$ cat config.mk
export PLATFORM = sky130hd
export DESIGN_NAME = rx_desc_ring
export DESIGN_NICKNAME = d
export VERILOG_FILES = /design/src/rtl/rxr_pkg.sv /design/src/rtl/rxr_csr.sv /design/src/rtl/rxr_ring_ptr.sv /design/src/rtl/rxr_engine.sv /design/src/rtl/rx_desc_ring.sv
export SDC_FILE = /design/constraint.sdc
export NUM_CORES = 1
export LEC_CHECK = 0
export ABC_AREA = 1
export CELL_PAD_IN_SITES_DETAIL_PLACEMENT = 1
export CELL_PAD_IN_SITES_GLOBAL_PLACEMENT = 2
export CORE_UTILIZATION = 34
export DETAILED_ROUTE_END_ITERATION = 6
export DONT_BUFFER_PORTS = 1
export HOLD_SLACK_MARGIN = 0.05
export PLACE_DENSITY = 0.81
export SLEW_MARGIN = 20
export SYNTH_ARGS = -nofsm -noshare
export SYNTH_HDL_FRONTEND = slang
export SYNTH_SLANG_ARGS = --single-unit
$ cat constraint.sdc
create_clock -name clk -period 4 [get_ports clk]
set_input_delay 0.8 -clock clk [delete_from_list [all_inputs] [get_ports clk]]
set_output_delay 0.8 -clock clk [all_outputs]
set_load 0.005 [all_outputs]
$ cat src/rtl/rxr_pkg.sv
package rxr_pkg;
   localparam int ST_EMPTY   = 15;
   localparam int ST_WRAP    = 13;
   localparam int ST_TRUNC   = 2;
   localparam int ST_ERR     = 1;
   localparam int OFS_STAT   = 0;
   localparam int OFS_LEN    = 1;
   localparam int OFS_PTR    = 2;
   localparam int DESC_SHIFT = 2;

   typedef enum logic [2:0] {
      S_POLL_STAT, S_POLL_PTR, S_POLL_CAP, S_RECV, S_DROP, S_WB_LEN, S_WB_STAT
   } eng_state_t;
endpackage

$ cat src/rtl/rxr_csr.sv
module rxr_csr #(
   parameter int AW = 32
) (
   input  logic          clk,
   input  logic          rst_n,
   input  logic          reg_wr,
   input  logic [1:0]    reg_addr,
   input  logic [31:0]   reg_wdata,
   output logic [31:0]   reg_rdata,
   input  logic          busy_set,
   output logic [AW-1:0] ring_base,
   output logic          rx_en,
   output logic          halted,
   output logic          base_load
);
   logic busy_evt;

   assign base_load = reg_wr && (reg_addr == 2'd0);

   always_ff @(posedge clk or negedge rst_n) begin
      if (!rst_n) begin
         ring_base <= '0;
         rx_en     <= 1'b0;
         busy_evt  <= 1'b0;
         halted    <= 1'b0;
      end else begin
         if (base_load) ring_base <= reg_wdata[AW-1:0];
         if (reg_wr && reg_addr == 2'd1) rx_en <= reg_wdata[0];
         if (busy_set) busy_evt <= 1'b1;
         else if (reg_wr && reg_addr == 2'd2 && reg_wdata[0]) busy_evt <= 1'b0;
         if (busy_set) halted <= 1'b1;
         else if (reg_wr && reg_addr == 2'd3 && reg_wdata[0]) halted <= 1'b0;
      end
   end

   always_comb begin
      case (reg_addr)
         2'd0:    reg_rdata = 32'(ring_base);
         2'd1:    reg_rdata = {31'b0, rx_en};
         2'd2:    reg_rdata = {31'b0, busy_evt};
         default: reg_rdata = {31'b0, halted};
      endcase
   end
endmodule

$ cat src/rtl/rxr_ring_ptr.sv
module rxr_ring_ptr #(
   parameter int AW    = 32,
   parameter int IDX_W = 8
) (
   input  logic          clk,
   input  logic          rst_n,
   input  logic          base_load,
   input  logic          advance,
   input  logic          adv_wrap,
   input  logic [AW-1:0] ring_base,
   output logic [AW-1:0] desc_base
);
   import rxr_pkg::*;
   localparam logic [IDX_W-1:0] IDX_LAST = '1;

   logic [IDX_W-1:0] idx;

   always_ff @(posedge clk or negedge rst_n) begin
      if (!rst_n)              idx <= '0;
      else if (base_load)      idx <= '0;
      else if (advance)        idx <= adv_wrap ? '0 : idx + 1'b1;
   end

   assign desc_base = ring_base + (AW'(idx) << DESC_SHIFT);

   assert_wrap_to_base_R4: assert property (@(posedge clk) disable iff (!rst_n)
      advance && adv_wrap && !base_load |=> desc_base == ring_base);
   assert_step_stride_R4: assert property (@(posedge clk) disable iff (!rst_n)
      advance && !adv_wrap && !base_load && idx != IDX_LAST |=>
      desc_base == $past(desc_base) + (AW'(1) << DESC_SHIFT));
   assert_base_load_R9: assert property (@(posedge clk) disable iff (!rst_n)
      base_load |=> desc_base == ring_base);
endmodule

$ cat src/rtl/rxr_engine.sv
module rxr_engine #(
   parameter int AW      = 32,
   parameter int MAX_LEN = 64
) (
   input  logic          clk,
   input  logic          rst_n,
   input  logic          rx_valid,
   input  logic          rx_last,
   input  logic          rx_err,
   input  logic          rx_en,
   input  logic          halted,
   input  logic          base_load,
   input  logic [AW-1:0] desc_base,
   input  logic [31:0]   desc_rdata,
   output logic          desc_rd,
   output logic          desc_wr,
   output logic [AW-1:0] desc_addr,
   output logic [31:0]   desc_wdata,
   output logic          buf_we,
   output logic [AW-1:0] buf_addr,
   output logic          busy_set,
   output logic          advance,
   output logic          adv_wrap
);
   import rxr_pkg::*;
   localparam int CNT_W = $clog2(MAX_LEN + 1);
   localparam logic [CNT_W-1:0] CNT_MAX = CNT_W'(MAX_LEN);

   eng_state_t       state;
   logic [15:0]      cur_stat;
   logic [AW-1:0]    cur_ptr;
   logic             cache_ok, err_f, trunc_f;
   logic [CNT_W-1:0] count;
   logic             in_poll, start, owned, accept, room;
   logic [15:0]      wb_stat;
   logic             unused_hi;

   assign unused_hi = ^desc_rdata[31:16];
   assign in_poll = (state == S_POLL_STAT) || (state == S_POLL_PTR) || (state == S_POLL_CAP);
   assign start   = in_poll && rx_valid;
   assign owned   = rx_en && !halted && cache_ok;
   assign accept  = start && owned && cur_stat[ST_EMPTY];
   assign room    = count < CNT_MAX;

   always_comb begin
      wb_stat           = '0;
      wb_stat[ST_WRAP]  = cur_stat[ST_WRAP];
      wb_stat[ST_ERR]   = err_f;
      wb_stat[ST_TRUNC] = trunc_f;
   end

   assign busy_set = start && owned && !cur_stat[ST_EMPTY];
   assign buf_we   = (accept || (state == S_RECV && rx_valid)) && room;
   assign buf_addr = cur_ptr + AW'(count);
   assign desc_rd  = (state == S_POLL_STAT) || (state == S_POLL_PTR);
   assign desc_wr  = (state == S_WB_LEN) || (state == S_WB_STAT);
   assign advance  = (state == S_WB_STAT);
   assign adv_wrap = cur_stat[ST_WRAP];

   always_comb begin
      case (state)
         S_POLL_PTR: desc_addr = desc_base + AW'(OFS_PTR);
         S_WB_LEN:   desc_addr = desc_base + AW'(OFS_LEN);
         default:    desc_addr = desc_base + AW'(OFS_STAT);
      endcase
      desc_wdata = (state == S_WB_LEN) ? 32'(count) : {16'b0, wb_stat};
   end

   always_ff @(posedge clk or negedge rst_n) begin
      if (!rst_n) begin
         state    <= S_POLL_STAT;
         cur_stat <= '0;
         cur_ptr  <= '0;
         cache_ok <= 1'b0;
         err_f    <= 1'b0;
         trunc_f  <= 1'b0;
         count    <= '0;
      end else begin
         case (state)
            S_POLL_STAT, S_POLL_PTR, S_POLL_CAP: begin
               if (base_load) begin
                  state    <= S_POLL_STAT;
                  cache_ok <= 1'b0;
               end else if (accept) begin
                  count   <= CNT_W'(1);
                  err_f   <= rx_err;
                  trunc_f <= 1'b0;
                  state   <= rx_last ? S_WB_LEN : S_RECV;
               end else if (start) begin
                  state <= rx_last ? S_POLL_STAT : S_DROP;
               end else if (state == S_POLL_STAT) begin
                  state <= S_POLL_PTR;
               end else if (state == S_POLL_PTR) begin
                  cur_stat <= desc_rdata[15:0];
                  state    <= S_POLL_CAP;
               end else begin
                  cur_ptr  <= desc_rdata[AW-1:0];
                  cache_ok <= 1'b1;
                  state    <= S_POLL_STAT;
               end
            end
            S_RECV: if (rx_valid) begin
               if (room) count <= count + 1'b1;
               else      trunc_f <= 1'b1;
               err_f <= err_f | rx_err;
               if (rx_last) state <= S_WB_LEN;
            end
            S_DROP: if (rx_valid && rx_last) state <= S_POLL_STAT;
            S_WB_LEN: state <= S_WB_STAT;
            default: begin
               count    <= '0;
               cache_ok <= 1'b0;
               state    <= S_POLL_STAT;
            end
         endcase
      end
   end

   assert_buf_contiguous_R2: assert property (@(posedge clk) disable iff (!rst_n)
      buf_we && $past(buf_we) |-> buf_addr == $past(buf_addr) + AW'(1));
   assert_disabled_no_store_R10: assert property (@(posedge clk) disable iff (!rst_n)
      start && !rx_en |-> !buf_we && !busy_set);
endmodule

$ cat src/rtl/rx_desc_ring.sv
module rx_desc_ring #(
   parameter int AW      = 32,
   parameter int IDX_W   = 8,
   parameter int MAX_LEN = 64
) (
   input  logic          clk,
   input  logic          rst_n,
   input  logic          reg_wr,
   input  logic [1:0]    reg_addr,
   input  logic [31:0]   reg_wdata,
   output logic [31:0]   reg_rdata,
   input  logic          rx_valid,
   input  logic [7:0]    rx_data,
   input  logic          rx_last,
   input  logic          rx_err,
   output logic          desc_rd,
   output logic          desc_wr,
   output logic [AW-1:0] desc_addr,
   output logic [31:0]   desc_wdata,
   input  logic [31:0]   desc_rdata,
   output logic          buf_we,
   output logic [AW-1:0] buf_addr,
   output logic [7:0]    buf_data
);
   if (AW < 8 || AW > 32) begin : g_bad_aw
      $error("rx_desc_ring: AW must lie in 8..32");
   end
   if (MAX_LEN < 1 || MAX_LEN > 65535) begin : g_bad_len
      $error("rx_desc_ring: MAX_LEN must lie in 1..65535");
   end
   if (IDX_W < 1 || IDX_W + 2 > AW) begin : g_bad_idx
      $error("rx_desc_ring: IDX_W out of range for AW");
   end

   logic [AW-1:0] ring_base, desc_base;
   logic          rx_en, halted, base_load, busy_set, advance, adv_wrap;

   assign buf_data = rx_data;

   rxr_csr #(.AW(AW)) u_csr (
      .clk(clk), .rst_n(rst_n), .reg_wr(reg_wr), .reg_addr(reg_addr),
      .reg_wdata(reg_wdata), .reg_rdata(reg_rdata), .busy_set(busy_set),
      .ring_base(ring_base), .rx_en(rx_en), .halted(halted), .base_load(base_load));

   rxr_ring_ptr #(.AW(AW), .IDX_W(IDX_W)) u_ptr (
      .clk(clk), .rst_n(rst_n), .base_load(base_load), .advance(advance),
      .adv_wrap(adv_wrap), .ring_base(ring_base), .desc_base(desc_base));

   rxr_engine #(.AW(AW), .MAX_LEN(MAX_LEN)) u_eng (
      .clk(clk), .rst_n(rst_n), .rx_valid(rx_valid), .rx_last(rx_last),
      .rx_err(rx_err), .rx_en(rx_en), .halted(halted), .base_load(base_load),
      .desc_base(desc_base), .desc_rdata(desc_rdata), .desc_rd(desc_rd),
      .desc_wr(desc_wr), .desc_addr(desc_addr), .desc_wdata(desc_wdata),
      .buf_we(buf_we), .buf_addr(buf_addr), .busy_set(busy_set),
      .advance(advance), .adv_wrap(adv_wrap));

   assert_busy_halts_R7: assert property (@(posedge clk) disable iff (!rst_n)
      busy_set |=> halted);
   assert_no_store_halted_R8: assert property (@(posedge clk) disable iff (!rst_n)
      buf_we |-> !halted);
   assert_len_before_status_R3: assert property (@(posedge clk) disable iff (!rst_n)
      desc_wr && desc_addr == desc_base |->
      $past(desc_wr) && $past(desc_addr) == desc_base + AW'(1));
   assert_rd_wr_exclusive: assert property (@(posedge clk) disable iff (!rst_n)
      !(desc_rd && desc_wr));
endmodule

# --- Word-level counts from Yosys, hierarchy flattened ---
# Index checks and enable logic that the tools add are counted.
classes:
  n_eq_ne: 20
  addsub: 6
  reduce_logical: 37
  bitwise: 8
  magnitude_cmp: 1
  n_mux: 41
op_table:
  columns: ["operator", "n"]
  rows:
  - ["32-bit case mux with 3 select lines", 1]
  - ["32-bit case mux with 2 select lines", 1]
  - ["32-bit by 1-bit adder with 32-bit output, second input constant", 1]
  - ["32-bit by 10-bit adder with 32-bit output", 1]
  - ["32-bit by 2-bit adder with 32-bit output, second input constant", 1]
  - ["32-bit by 7-bit adder with 32-bit output", 1]
  - ["7-bit two-way mux", 4]
  - ["3-bit two-way mux", 9]
  - ["8-bit two-way mux", 3]
  - ["7-bit case mux with 3 select lines", 1]
  - ["1-bit two-way mux", 16]
  - ["1-bit logical AND", 15]
  - ["5-bit AND reduction", 3]
  - ["14-bit two-way mux", 1]
  - ["3-bit != test, second input constant", 4]
  - ["3-bit case mux with 4 select lines", 1]
  - ["6-bit AND reduction", 2]
  - ["3-bit equality test, second input constant", 3]
  - ["8-bit by 1-bit adder with 8-bit output, second input constant", 1]
  - ["2-bit != test, second input constant", 4]
  - ["2-bit nonzero test", 4]
  - ["7-bit by 1-bit adder with 7-bit output, second input constant", 1]
  - ["7-bit less-than comparator, second input constant", 1]
  - ["1-bit inverter", 7]
  - ["16 further kinds", 27]
word_totals:
  in_bits: 80
  ff_bits: 104
  out_inout_bits: 139
  wordCells: 125

# --- Longest topological paths before layout ---
depth:
  depth_word: 9
  mapped_depth: 21
  depth_no_buf: 21

# --- Cells and area by module ---
# A second synthesis with hierarchy kept.
hier_totals:
  cells_unflattened: 1378
  hier_area_um2: 8500.7
modules_own_cells:
  columns: ["mod", "seq_area_each_um2", "area_each_um2", "cells_per_inst", "instances"]
  rows:
  - ["rxr_engine", 1176.1, 5056.1, 839, 1]
  - ["rxr_ring_ptr", 200.2, 1699.1, 308, 1]
  - ["rxr_csr", 875.8, 1685.4, 223, 1]
  - ["rx_desc_ring", 0.0, 60.1, 8, 1]

# --- Least setup slack after synthesis ---
# No wires, ideal clock.
synth_path:
  kind: "register to output"
  startpoint: "reg u_ptr.idx[0]"
  endpoint: "out desc_addr[29]"
  n_path_buf: 0
  required_time_ps: 3200
  path_slack_ps: 812
  path_stages_with_launch: 18
  arrival_time_ps: 2388
  cell_sequence: "dfrtp_1 -> ha_1 -> inv_1 -> fa_1 -> nor2_1 -> inv_1 -> nor2_1 -> nand3_1 -> nor2_1 -> nand2_1 -> nor2_1 -> nand3_1 -> nor2_2 -> nand3_2 -> nor2_1 -> nand2_1 -> nand2_1 -> inv_1"
synth_between:
  elab_chain_len: 3
  word_cells_on_any_way: 4
  classes_between: "add/sub: 3; mux: 1"
synth_lines:
  columns: ["element", "line", "rtl"]
  rows:
  - ["start, declared", "rxr_ring_ptr.sv:16", "logic [IDX_W-1:0] idx;"]
  - ["start signal, assigned", "rxr_ring_ptr.sv:21", "else if (advance) idx <= adv_wrap ? '0 : idx + 1'b1;"]
  - ["32-bit by 10-bit adder with 32-bit output (*)", "rxr_ring_ptr.sv:24", "assign desc_base = ring_base + (AW'(idx) << DESC_SHIFT);"]
  - ["32-bit by 1-bit adder with 32-bit output or 32-bit by 2-bit adder with 32-bit output (tied branches)", "rxr_engine.sv:63, rxr_engine.sv:62", null]
  - ["32-bit case mux with 2 select lines (*)", "rxr_engine.sv:61", "case (state)"]
  - ["end, declared", "rx_desc_ring.sv:18", "output logic [AW-1:0] desc_addr,"]
# Every way passes the cells marked *; elsewhere a longest branch is shown, timed or not.

# --- Worst setup path after layout ---
layout_path:
  startpoint: "reg u_ptr.idx[0]"
  endpoint: "out desc_addr[14]"
# The elaborated chain is that of the path after synthesis.

==> results.md <==
* Status: finished, final reports clean
* Worst hold slack at 0.123 ns
* Psw at 2.20 mW
* Number of H-tree levels at 3
* Dpl hpwl at 21.2 mm
* Core area at 22600 sq um
* Initial cell density of the core at 0.346
* Pin count of the biggest net entering global routing at 91
* Comb power frac at 0.473
* Area Growth Syn to Fin at 10.8%
* Die Height at 154 microns
* # fillers at 2933
* HP Class: in2async
* Global-route wire length before repair at 41.5 mm
* Critical Path Source Type: flip-flop
* Clock share of power at 0.195
* Type of the worst setup path: reg2out
* CTS sink count at 90
* Lkg Pwr at 4.11 nW
* Crit-path max FO at 4
* Post-synthesis cell type count at 48
* Reg2reg start: u_eng.state[1]
* Commonest cells in the netlist: 322 x nand2_1, 151 x inv_1, 136 x nor2_1, 101 x nand3_1, 90 x dfrtp_1
* Hold Fails Final Rpt at 0
* TritonCTS Buffers at 9
* Port Buffers at 0
* Sequential share of the synthesized area at 0.288
* DRT antenna net count at 0
* Max_slew headroom at 0.391
* Fin crit share at 0.970
* Final Util at 0.383
* Die W at 154 microns
* DRC Markers at 0
* Reg2Reg Setup Slack at 1.45 ns
* Nets@finish at 1285
* CTS tree: built
* EDFF count, synth at 0
* CP Data Required Time at 3.20 ns
* Largest cells by area after synthesis: dfrtp_1 29%, nand2_1 15%, inv_1 7.2%
* Most frequent cell after synthesis: nand2_1
* Routability cong. at 0.857
* Actual slew at the worst max-slew pin at 0.910 ns
* Worst-Skew Late Latency at 0.37 ns
* Worst R2R End: u_eng.cur_ptr[18]
* CP Data Arrival Time at 3.08 ns
* DR vias at 7555
* Vias/cell at 5.13
* Setup Skew at 0.0156 ns
* Share of flip-flops with an asynchronous set or reset at 1.00
* N_diodes at 0
* Avg Cell Area, Syn at 6.63 sq um
* First drt pass iteration count at 4
* Die area at 23600 sq um
* Hold buffers post-CTS at 0
* Clock transition at path regs at 0.09 ns
* Cells after synthesis at 1181
* Final Max Slew Viols at 0
* Power density over the cells at 533 nW/um^2
* Vias in the first global route at 7582
* Area of the multi-input gates at 4990 sq um
* Clock Tree Buf Depth at 2
* Mapped cell area at 7830 sq um
* Final Total Pwr at 4.62 mW
* # IOs at 219
* Synth area leader: dfrtp_1
* Reg2reg path depth at 5
* VDD IR max at 301 uV
* Tot GR Track Use at 0.225
* Max-cap violations at 0
* Share of layout cells above drive strength 1 at 0.144
* Seq. cell area at 2250 sq um
* RSZ-0062 raised after global routing: yes
* Floorplan row count at 55
* Initial DRC count at 360
* Post-synth top area share at 0.288
* Final Setup Violations at 0
* Synth Warn # at 0
* Internal power at 2.43 mW
* Min Tclk post-route at 3.88 ns
* Initial antenna violation count at 0
* CP Capture Type: output pin
* Total Routed Length at 26.8 mm
* Overflow after GRT at 0
* Ys flop type: dfrtp_1
* Register bit total from synthesis at 90
* Fmax at 258 MHz
* Routed len/inst at 18.2 microns
* Root Driver: clkbuf_16
* Sequential share of power at 0.332
* Switching share of power at 0.475
-- final cells by class --
cell class	instances	area share
clock buffer	9	0.0260
clock inverter	7	0.00909
inverter	166	0.0724
multi-input combinational	898	0.575
sequential	90	0.260
tap	285	0.0411
timing repair buffer	19	0.0165
-- state kept, by name, indices dropped and copies added (netlist names) --
name and flops:
u_csr.rx_en 1, u_eng.cache_ok 1, u_eng.cur_ptr 32, u_csr.halted 1, u_csr.busy_evt 1, u_eng.state 3
u_ptr.idx 8, u_eng.trunc_f 1, u_eng.cur_stat 2, u_csr.ring_base 32, u_eng.count 7, u_eng.err_f 1
-- critical path, stage by stage (launching register included) --
cell and delay, ns:
dfrtp_1 0.40, ha_4 0.17, inv_2 0.04, fa_2 0.37
inv_2 0.07, nand2_2 0.06, nand2_2 0.10, nand3_1 0.14
nand2_2 0.15, nand2_1 0.08, nand2_2 0.11, inv_2 0.08
nor2_4 0.16, nand3_2 0.13, nor2_2 0.15, nand2_1 0.07
nand2_1 0.06, o21ai_1 0.10, xor2_2 0.29
-- power by group through the flow --
stage / Combinational (mW) / Clock, mW / Sequential, mW
detailed placement: 2.07 / 0 / 1.54
global placement: 2.04 / 0 / 1.54
finish: 2.19 / 0.903 / 1.53
floorplan: 1.66 / 0 / 1.42
CTS: 2.11 / 0.929 / 1.53
global route: 2.45 / 0.953 / 1.58
-- worst max path at each step --
| stage | cells after the start | startpoint | slack (ns) | to |
|---|---|---|---|---|
| 3_5_place_dp | 16 | u_ptr.idx[0] | 0.23 | desc_addr[27] |
| 4_1_cts | 20 | u_csr.ring_base[2] | -0.01 | desc_addr[26] |
| 6_report | 18 | u_ptr.idx[0] | 0.12 | desc_addr[14] |
| 5_1_grt | 13 | u_eng.count[0] | -0.1 | buf_addr[24] |
| 3_3_place_gp | 16 | u_ptr.idx[0] | 0.25 | desc_addr[23] |
| 2_1_floorplan | 17 | u_ptr.idx[0] | 0.81 | desc_addr[29] |
-- cell families (layout without fill, tap and decap cells) --
family / count (synthesis) / count (layout) / share of synthesized area
compound gates: 113 / 113 / 0.0806
xor+xnor: 55 / 55 / 0.0615
fa+ha+maj: 21 / 21 / 0.0355
buf+inv: 216 / 201 / 0.120
flops: 90 / 90 / 0.288
mux: 21 / 21 / 0.0302
other cells: 1 / 24 / 0.000479
simple gates: 664 / 664 / 0.384
-- what timing repair did --
item                       in CTS  in global routing
setup endpoints to repair      16                 22
buffers inserted                5                 13
resized for setup               6                 60
pin swaps                       3                 20
gates cloned                    0                  0
-- layout by cell type, fill, tap and decap left out, types with 4 or more instances in the layout --
cell type	instances
conb_1	24
nor3_1	20
nand3_2	11
nand2_2	27
o21ai_0	59
ha_4	4
mux2_2	21
buf_4	19
nor2_4	12
nand2_4	7
inv_1	147
clkbuf_16	9
nor2_1	122
nand4_1	23
xor2_2	4
a21oi_1	33
inv_2	15
nor2_2	15
nand2_1	311
xnor2_1	13
ha_1	13
xor2_1	38
nand3_1	96
dfrtp_1	90
-- routing by layer --
metal,global-route usage,share of wire,up-vias
met3,0.0488,0.051,29
met4,0.0557,0.017,0
met5,0,0,-
li1,-,-,3715
met1,0.272,0.43,3650
met2,0.403,0.50,161
-- metrics by stage --
stage | setup TNS, ns | cell area [sq um] | instances | setup slack (ns)
after floorplan | 0 | 7920 | 1204 | 0.812
after detailed placement | 0 | 7960 | 1440 | 0.226
after CTS | -0.00985 | 8340 | 1461 | -0.00985
final | 0 | 8670 | 1474 | 0.119
after global routing | -0.329 | 8670 | 1474 | -0.0985
after global placement | 0 | 7960 | 1440 | 0.253
(Power assumes the default switching activity.)
